$ cat src/rtl/pull_seq_pkg.sv
package pull_seq_pkg;

  typedef enum logic [1:0] {
    PULL_OFF  = 2'd0,
    PULL_DOWN = 2'd1,
    PULL_UP   = 2'd2,
    PULL_RSVD = 2'd3
  } pull_code_e;

  localparam int WORD_W = 32;

  function automatic int bank_count(input int pins);
    return (pins + WORD_W - 1) / WORD_W;
  endfunction

  function automatic int bank_lanes(input int pins, input int bank);
    int left;
    left = pins - WORD_W * bank;
    return (left > WORD_W) ? WORD_W : left;
  endfunction

endpackage

$ cat src/rtl/pull_seq_regs.sv
module pull_seq_regs
  import pull_seq_pkg::*;
#(
  parameter int          ADDR_W    = 8,
  parameter int          NUM_BANKS = 2,
  parameter int          SETTLE    = 150,
  parameter int          CNT_W     = 8,
  parameter logic [7:0]  MODE_ADDR = 8'h94,
  parameter logic [7:0]  CLK_BASE  = 8'h98
) (
  input  logic                              clk,
  input  logic                              rst,
  input  logic                              bus_en,
  input  logic                              bus_we,
  input  logic [ADDR_W-1:0]                 bus_addr,
  input  logic [1:0]                        mode_wdata,
  input  logic [NUM_BANKS-1:0][WORD_W-1:0]  bank_words,
  input  logic [NUM_BANKS-1:0]              bank_rise,
  output logic [NUM_BANKS-1:0]              bank_wr,
  output logic [1:0]                        mode_o,
  output logic [WORD_W-1:0]                 bus_rdata,
  output logic                              setup_err
);

  logic                 mode_hit;
  logic [NUM_BANKS-1:0] bank_hit;
  logic [CNT_W-1:0]     setup_cnt;
  logic [WORD_W-1:0]    rd_val;
  logic                 wr_strobe;

  assign wr_strobe = bus_en && bus_we;
  assign mode_hit  = (bus_addr == ADDR_W'(MODE_ADDR));

  for (genvar b = 0; b < NUM_BANKS; b++) begin : g_dec
    assign bank_hit[b] = (bus_addr == ADDR_W'(CLK_BASE + 4 * b));
    assign bank_wr[b]  = wr_strobe && bank_hit[b];
  end

  // Cycles since the last mode write, saturating at SETTLE
  always_ff @(posedge clk) begin
    if (rst) begin
      mode_o    <= 2'd0;
      setup_cnt <= CNT_W'(SETTLE);
    end else if (wr_strobe && mode_hit) begin
      mode_o    <= mode_wdata;
      setup_cnt <= CNT_W'(1);
    end else if (setup_cnt < CNT_W'(SETTLE)) begin
      setup_cnt <= setup_cnt + CNT_W'(1);
    end
  end

  always_ff @(posedge clk) begin
    if (rst) begin
      setup_err <= 1'b0;
    end else begin
      setup_err <= (|bank_rise) && (setup_cnt < CNT_W'(SETTLE));
    end
  end

  always_comb begin
    rd_val = '0;
    if (mode_hit) rd_val = WORD_W'(mode_o);
    for (int b = 0; b < NUM_BANKS; b++) begin
      if (bank_hit[b]) rd_val = bank_words[b];
    end
  end

  always_ff @(posedge clk) begin
    if (rst) begin
      bus_rdata <= '0;
    end else if (bus_en && !bus_we) begin
      bus_rdata <= rd_val;
    end
  end

endmodule

$ cat src/rtl/pull_seq_bank.sv
module pull_seq_bank
  import pull_seq_pkg::*;
#(
  parameter int LANES  = 32,
  parameter int SETTLE = 150,
  parameter int CNT_W  = 8
) (
  input  logic                 clk,
  input  logic                 rst,
  input  logic                 wr_en,
  input  logic [LANES-1:0]     wdata,
  input  logic [1:0]           mode,
  output logic [LANES-1:0]     word_o,
  output logic                 rise_o,
  output logic [2*LANES-1:0]   pull_o
);

  logic [LANES-1:0] rises;
  logic [LANES-1:0] falls;
  logic [CNT_W-1:0] hold_cnt;
  logic             hold_met;
  logic             mode_valid;

  assign rises      = wr_en ? (wdata & ~word_o) : '0;
  assign falls      = wr_en ? (word_o & ~wdata) : '0;
  assign rise_o     = |rises;
  assign hold_met   = (hold_cnt >= CNT_W'(SETTLE));
  assign mode_valid = (mode != PULL_RSVD);

  // Clock word and hold timer (restarted by any newly set bit)
  always_ff @(posedge clk) begin
    if (rst) begin
      word_o   <= '0;
      hold_cnt <= CNT_W'(SETTLE);
    end else begin
      if (wr_en) word_o <= wdata;
      if (|rises) begin
        hold_cnt <= CNT_W'(1);
      end else if (hold_cnt < CNT_W'(SETTLE)) begin
        hold_cnt <= hold_cnt + CNT_W'(1);
      end
    end
  end

  // Pull codes: captured on a qualified falling clock bit
  always_ff @(posedge clk) begin
    if (rst) begin
      pull_o <= '0;
    end else if (hold_met && mode_valid) begin
      for (int i = 0; i < LANES; i++) begin
        if (falls[i]) pull_o[2*i +: 2] <= mode;
      end
    end
  end

endmodule

$ cat src/rtl/pull_seq.sv
module pull_seq
  import pull_seq_pkg::*;
#(
  parameter int         NUM_PINS  = 54,
  parameter int         ADDR_W    = 8,
  parameter int         SETTLE    = 150,
  parameter logic [7:0] MODE_ADDR = 8'h94,
  parameter logic [7:0] CLK_BASE  = 8'h98
) (
  input  logic                  clk,
  input  logic                  rst,
  input  logic                  bus_en,
  input  logic                  bus_we,
  input  logic [ADDR_W-1:0]     bus_addr,
  input  logic [31:0]           bus_wdata,
  output logic [31:0]           bus_rdata,
  output logic [2*NUM_PINS-1:0] pad_pull,
  output logic                  setup_err
);

  localparam int NUM_BANKS = bank_count(NUM_PINS);
  localparam int CNT_W     = $clog2(SETTLE + 1);

  logic [NUM_BANKS-1:0][WORD_W-1:0] bank_words;
  logic [NUM_BANKS-1:0]             bank_rise;
  logic [NUM_BANKS-1:0]             bank_wr;
  logic [1:0]                       mode;

  pull_seq_regs #(
    .ADDR_W    (ADDR_W),
    .NUM_BANKS (NUM_BANKS),
    .SETTLE    (SETTLE),
    .CNT_W     (CNT_W),
    .MODE_ADDR (MODE_ADDR),
    .CLK_BASE  (CLK_BASE)
  ) u_regs (
    .clk        (clk),
    .rst        (rst),
    .bus_en     (bus_en),
    .bus_we     (bus_we),
    .bus_addr   (bus_addr),
    .mode_wdata (bus_wdata[1:0]),
    .bank_words (bank_words),
    .bank_rise  (bank_rise),
    .bank_wr    (bank_wr),
    .mode_o     (mode),
    .bus_rdata  (bus_rdata),
    .setup_err  (setup_err)
  );

  for (genvar b = 0; b < NUM_BANKS; b++) begin : g_bank
    localparam int LANES = bank_lanes(NUM_PINS, b);
    logic [LANES-1:0]   word;
    logic [2*LANES-1:0] pulls;

    pull_seq_bank #(
      .LANES  (LANES),
      .SETTLE (SETTLE),
      .CNT_W  (CNT_W)
    ) u_bank (
      .clk    (clk),
      .rst    (rst),
      .wr_en  (bank_wr[b]),
      .wdata  (bus_wdata[LANES-1:0]),
      .mode   (mode),
      .word_o (word),
      .rise_o (bank_rise[b]),
      .pull_o (pulls)
    );

    assign bank_words[b]                        = WORD_W'(word);
    assign pad_pull[2*WORD_W*b +: 2*LANES]      = pulls;
  end

endmodule

$ cat config.mk
export PLATFORM = sky130hd
export DESIGN_NAME = pull_seq
export DESIGN_NICKNAME = d
export VERILOG_FILES = /design/src/rtl/pull_seq_pkg.sv /design/src/rtl/pull_seq_regs.sv /design/src/rtl/pull_seq_bank.sv /design/src/rtl/pull_seq.sv
export SDC_FILE = /design/constraint.sdc
export NUM_CORES = 1
export LEC_CHECK = 0
export ABC_AREA = 1
export BUFFER_PORTS_ARGS = -buffer_cell sky130_fd_sc_hd__buf_2
export CORE_MARGIN = 5
export CORE_UTILIZATION = 35
export CTS_BUF_LIST = sky130_fd_sc_hd__clkbuf_2 sky130_fd_sc_hd__clkbuf_4 sky130_fd_sc_hd__clkbuf_8
export CTS_CLUSTER_DIAMETER = 100
export DETAILED_ROUTE_END_ITERATION = 8
export PLACE_DENSITY = 0.63
export SYNTH_ARGS = -nofsm -noshare
export SYNTH_HDL_FRONTEND = slang
export SYNTH_SLANG_ARGS = --single-unit
$ cat constraint.sdc
create_clock -name clk -period 1.7 [get_ports clk]
set_input_delay 0.085 -clock clk [delete_from_list [all_inputs] [get_ports clk]]
set_output_delay 0.085 -clock clk [all_outputs]
set_load 0.02 [all_outputs]
# Yosys cells after proc, flatten, opt, wreduce, memory -nomap -nowiden
# Cells that the tools add are included.
[classes] n_reduce_logical=72 n_eq_ne=4 bitwise=8 magnitude_cmp=5 muxes=13 addsub=3
[op_table] cell="32-bit 2-to-1 mux" n=4
[op_table] cell="2-bit AND reduction" n=54
[op_table] cell="32-bit bitwise AND" n=2
[op_table] cell="32-bit NOT" n=2
[op_table] cell="54-bit OR reduction" n=1
[op_table] cell="8-bit 2-to-1 mux" n=6
[op_table] cell="22-bit bitwise AND" n=2
[op_table] cell="22-bit 2-to-1 mux" n=2
[op_table] cell="22-bit NOT" n=2
[op_table] cell="33-bit OR reduction" n=1
[op_table] cell="32-bit OR reduction" n=1
[op_table] cell="8-bit by 1-bit adder with 8-bit output, second input constant" n=3
[op_table] cell="8-bit equality test, second input constant" n=3
[op_table] cell="8-bit less-than comparator, second input constant" n=3
[op_table] cell="23-bit OR reduction" n=1
[op_table] cell="22-bit OR reduction" n=1
[op_table] cell="8-bit >= comparator, second input constant" n=2
[op_table] cell="1-bit logical AND" n=8
[op_table] cell="2-bit nonzero test" n=3
[op_table] cell="2-bit 2-to-1 mux" n=1
[op_table] cell="2-bit != test, second input constant" n=1
[op_table] cell="2-bit OR reduction" n=1
[op_table] cell="1-bit logical NOT" n=1
[totals] register_bits=221 in_bits=44 word_cells=170 out_inout_bits=141

# Depth between registers and ports, before layout
[logic_depth] depth_word=5 depth_mapped=11 mapped_depth_nobuf=11

# Hierarchy
# Synthesis repeated with hierarchy kept, for this count alone.
[unflattened] cells_unflattened=1546 hier_area_um2=10948.0
[modules_own_cells] mod="pull_seq_bank (g_bank[0].u_bank)" instances=1 area_per_inst_um2=4620.7 seq_area_each_um2=2082.0 cells_per_inst=629
[modules_own_cells] mod="pull_seq_bank (g_bank[1].u_bank)" instances=1 area_per_inst_um2=3766.1 seq_area_each_um2=1481.4 cells_per_inst=527
[modules_own_cells] mod="pull_seq_regs" instances=1 area_per_inst_um2=2557.5 seq_area_each_um2=860.8 cells_per_inst=389
[modules_own_cells] mod="pull_seq" instances=1 area_per_inst_um2=3.8 seq_area_each_um2=0.0 cells_per_inst=1

# Worst setup path after synthesis
# Ideal clock, no wire load.
[synth_timing] path_kind="register to register" start="reg g_bank[0].u_bank.hold_cnt[0]" end="reg g_bank[0].u_bank.pull_o[0]" required_time_ns=1.587 path_slack_ns=0.243 synth_period_minus_slack_ns=1.457 setup_ns=0.113 arrival_time_ns=1.344 n_path_buf=1 path_stages_with_launch=12 path_cell_list="dfxtp_1 inv_1 ha_1 nand3_1 nor2_1 nor2_2 nor2_8 inv_2 buf_6 nor2_1 nor2_1 nor2_1"
[synth_via] elab_chain_len=3
[synth_lines] element="start: declaration" line_no="pull_seq_bank.sv:20" rtl="logic [CNT_W-1:0] hold_cnt;"
[synth_lines] element="start signal: assignment" line_no="pull_seq_bank.sv:34" rtl="hold_cnt <= CNT_W'(SETTLE);"
[synth_lines] element="start signal: assignment" line_no="pull_seq_bank.sv:40" rtl="hold_cnt <= hold_cnt + CNT_W'(1);"
[synth_lines] element="8-bit >= comparator" line_no="pull_seq_bank.sv:27" rtl="assign hold_met = (hold_cnt >= CNT_W'(SETTLE));"
[synth_lines] element="1-bit logical AND" line_no="pull_seq_bank.sv:49" rtl="end else if (hold_met && mode_valid) begin"
[synth_lines] element="2-bit AND reduction (no line)"
[synth_lines] element="end signal: indexed assignment" line_no="pull_seq_bank.sv:51" rtl="if (falls[i]) pull_o[2*i +: 2] <= mode;"
[synth_lines] element="end: declaration" line_no="pull_seq_bank.sv:15" rtl="output logic [2*LANES-1:0] pull_o"
# No other way between the ends.
# A chain may end at the register's enable or synchronous reset.

# Worst setup path in the final report
[layout_timing] start="reg g_bank[1].u_bank.hold_cnt[0]" end="reg g_bank[1].u_bank.pull_o[14]"
[layout_via] elab_chain_len=3
[layout_lines] element="start: declaration" line_no="pull_seq_bank.sv:20"
[layout_lines] element="start signal: assignment" line_no="pull_seq_bank.sv:34"
[layout_lines] element="start signal: assignment" line_no="pull_seq_bank.sv:40"
[layout_lines] element="8-bit >= comparator" line_no="pull_seq_bank.sv:27"
[layout_lines] element="1-bit logical AND" line_no="pull_seq_bank.sv:49"
[layout_lines] element="2-bit AND reduction (no line)"
[layout_lines] element="end signal: indexed assignment" line_no="pull_seq_bank.sv:51"
[layout_lines] element="end: declaration" line_no="pull_seq_bank.sv:15"
# No other way between the ends.

==> metrics.txt <==
Vias ~10,000; Iter 0 DRT Violations 795; pwr dens 905 mW/mm2; sequential element share of the synthesized area 0.443; Critical Path Source Type register; Worst Path Required 2.16 ns; synthesized flop and latch total 221; layout cells sized above 1 0.229; FF-to-FF End g_bank[1].u_bank.pull_o[14]$_SDFFE_PP0P_; RSZ-0062 raised after global routing true; YS warnings 0; Least-Margin Pin Slew 0.438 ns; Worst Setup End Kind register; antenna violations before repair 1; Root Buffer clkbuf_8; R2R Path Start g_bank[1].u_bank.hold_cnt[0]$_SDFFE_PP0P_; max capacitance violation total 0; port bufs 184; Post-route DRC 0; Clock Skews 0.0309 ns; clk sink count about 220; Worst EP arrival 2.13 ns; HP Start bus_addr[0]; Max Transition Viols Final 0; maximum vdd drop 0.000537 V; Reg2Reg Depth 10; Clock Path Buffers 3; Reg area 0.00443 mm2; Yosys cell types 32; Clock transition at path regs roughly 0.060 ns; placed cell area 0.0116 mm2; Final Instance Area 0.0132 mm2; setup TNS 0 ns; Inserted Clock Buffers 41; Fmax achieved 600 MHz; Synth area leaders dfxtp_1, nand2_1, nand3_1, nor2_1, a21oi_1; Mapped Cells between 1,000 and 1,500; Syn Area/Cell 6.90 um2; # fillers 2,835; mapped cell area 0.00999 mm2; vias in the first global route 9,893; Die Area 0.0320 mm2; syn nets 1,497; area leader, netlist dfxtp_1; pre-CTS setup slack -0.262 ns; area of the multi-input gates 0.00478 mm2; core area 0.0280 mm2; Fin Hold WS between 0.1 and 0.15 ns; H-tree Lvls 2; setup slack after layout 0.0332 ns; First-pass DRT Iterations 6; die span in y 179 um; largest net degree at the start of global routing 78; Reg2Reg Setup Slack 0.03 ns; mean number of vias per cell 4.94; status completed; worst skew pair latency 0.54 ns; Worst Setup EP g_bank[1].u_bank.pull_o[14]$_SDFFE_PP0P_; routed length per placed instance about 16 um; Final min period 1.67 ns; Synth top area share 0.443; first-pass GRT wire length a little over 50,000 um; max_slew headroom 0.708; Final Setup Violations 0; Fin. Hold Viols 0; Routed Antenna Nets 0; Post-layout nets ~1,800; initial core utilization 0.357; fin crit share 0.980; Ports about 190; row cnt 61; total grt overflow 0; critical path class reg2reg; area grow syn2layout 32.6%; WL final 34,200 um; CP Launch Point g_bank[1].u_bank.hold_cnt[0]$_SDFFE_PP0P_; largest fanout on the critical path 18; CTS tree built; worst hold-check path type in2reg; LEAKAGE a little under 6 nW; die width 179 um; RD Place Congestion 0.858; dpl hpwl 23,800 um; Tot GR Track Use 0.200
[layer usage]
| layer | global-route usage | part of all wire | up-vias |
|---|---|---|---|
| li1 | - | - | 5217 |
| met1 | 0.255 | 0.43 | 4818 |
| met2 | 0.340 | 0.48 | 352 |
| met3 | 0.0407 | 0.071 | 67 |
| met4 | 0.0611 | 0.027 | 0 |
| met5 | 0 | 0 | - |
[cells by family (layout without fill, tap and decap cells)]
kind of cell | after synthesis | after routing | share of synthesized area
AOI/OAI and AO/OA | 233 | 233 | 0.127
xor gates and xnor gates | 11 | 11 | 0.00964
adders and majority gates | 5 | 5 | 0.00626
buffers and inverters | 212 | 500 | 0.0895
DFF | 221 | 221 | 0.443
other | 0 | 1 | 0
and+or+nand+nor | 766 | 766 | 0.324
[what timing repair did]
action | in CTS | in global routing
pin swaps | 0 | 9
endpoints found under the setup margin | 15 | 111
hold buffers | 33 | 0
setup buffers | 0 | 5
gates cloned | 0 | 8
gates resized for setup | 2 | 41
endpoints found under the hold margin | 96 | 0
[stage by stage]
stage | utilization | power, mW | instances
6_report | 0.473 | 12.0 | 2115
5_1_grt | 0.473 | 12.5 | 2115
4_1_cts | 0.460 | 12.0 | 2101
3_5_place_dp | 0.416 | 6.34 | 1995
3_3_place_gp | 0.416 | 6.33 | 1995
2_1_floorplan | - | 5.97 | 1448
[critical path: stages (launching register included)]
cell       delay, ns
dfxtp_1         0.31
inv_1           0.08
ha_1            0.18
nand3_2         0.11
nor2_4          0.15
nor2_4          0.05
nor2_4          0.12
buf_12          0.14
clkbuf_16       0.17
nand3_1         0.09
a21oi_1         0.19
[where the power goes]
part / internal [mW] / switching, mW / total, mW
sequential: 5.25 / 0.0515 / 5.30
combinational: 0.452 / 0.696 / 1.15
clock: 3.28 / 2.26 / 5.54
total: 8.98 / 3.01 / 12.0
[final cells by class]
type | instances | share of cell area
Multi-Input combinational cell | 1015 | 0.361
Inverter | 136 | 0.0386
Clock inverter | 7 | 0.00501
Clock buffer | 66 | 0.0634
Antenna cell | 1 | 0.000189
Timing Repair Buffer | 291 | 0.161
Tap cell | 378 | 0.0357
Sequential cell | 221 | 0.335
[registers in the layout (all words and copies together), names as in the netlist]
| signal | cells |
|---|---|
| g_bank.u_bank.word_o | 54 |
| u_regs.mode_o | 2 |
| u_regs.bus_rdata | 32 |
| u_regs.setup_err | 1 |
| g_bank.u_bank.pull_o | 108 |
| g_bank.u_bank.hold_cnt | 16 |
| u_regs.setup_cnt | 8 |
[cell usage in the layout (no fill, tap or decap), drive strengths merged, types with 9 or more instances in the layout]
cell type	instances
a21oi	127
buf	252
clkbuf	72
clkinv	9
dfxtp	221
dlygate4sd3	33
inv	132
nand2	357
nand3	163
nor2	210
nor3	25
o211ai	35
o21ai	63
[synthesized netlist by cell type]
library cell / number
nand2_2: 3
buf_2: 16
xor2_1: 8
buf_1: 3
nor3_1: 25
nor2_2: 15
xnor2_1: 3
nand2_1: 353
nand2_4: 1
o21ai_0: 61
nand3b_1: 2
o22ai_1: 3
or2_2: 1
nor2_1: 192
clkinv_1: 3
ha_1: 5
a211oi_1: 2
a41oi_1: 3
nand3_1: 160
o211ai_1: 35
nor2_8: 1
a21oi_1: 127
inv_1: 127
nor2_4: 2
buf_4: 5
buf_6: 8
nand4_1: 8
nand3_2: 3
dfxtp_1: 221
o21ai_1: 2
clkbuf_1: 44
inv_2: 6
[worst min path at each step]
stage                                               endpoint  slack [ns]  cells after the start
floorplan           g_bank[1].u_bank.word_o[12]$_SDFFE_PP0P_        0.23                      2
global placement    g_bank[0].u_bank.word_o[29]$_SDFFE_PP0P_        0.36                      3
detailed placement  g_bank[0].u_bank.word_o[29]$_SDFFE_PP0P_        0.36                      3
CTS                        u_regs.bus_rdata[25]$_SDFFE_PP0P_        0.09                      5
global route               u_regs.bus_rdata[25]$_SDFFE_PP0P_        0.13                      5
finish                         u_regs.mode_o[0]$_SDFFE_PP0P_        0.12                      7
(Power assumes the default switching activity.)
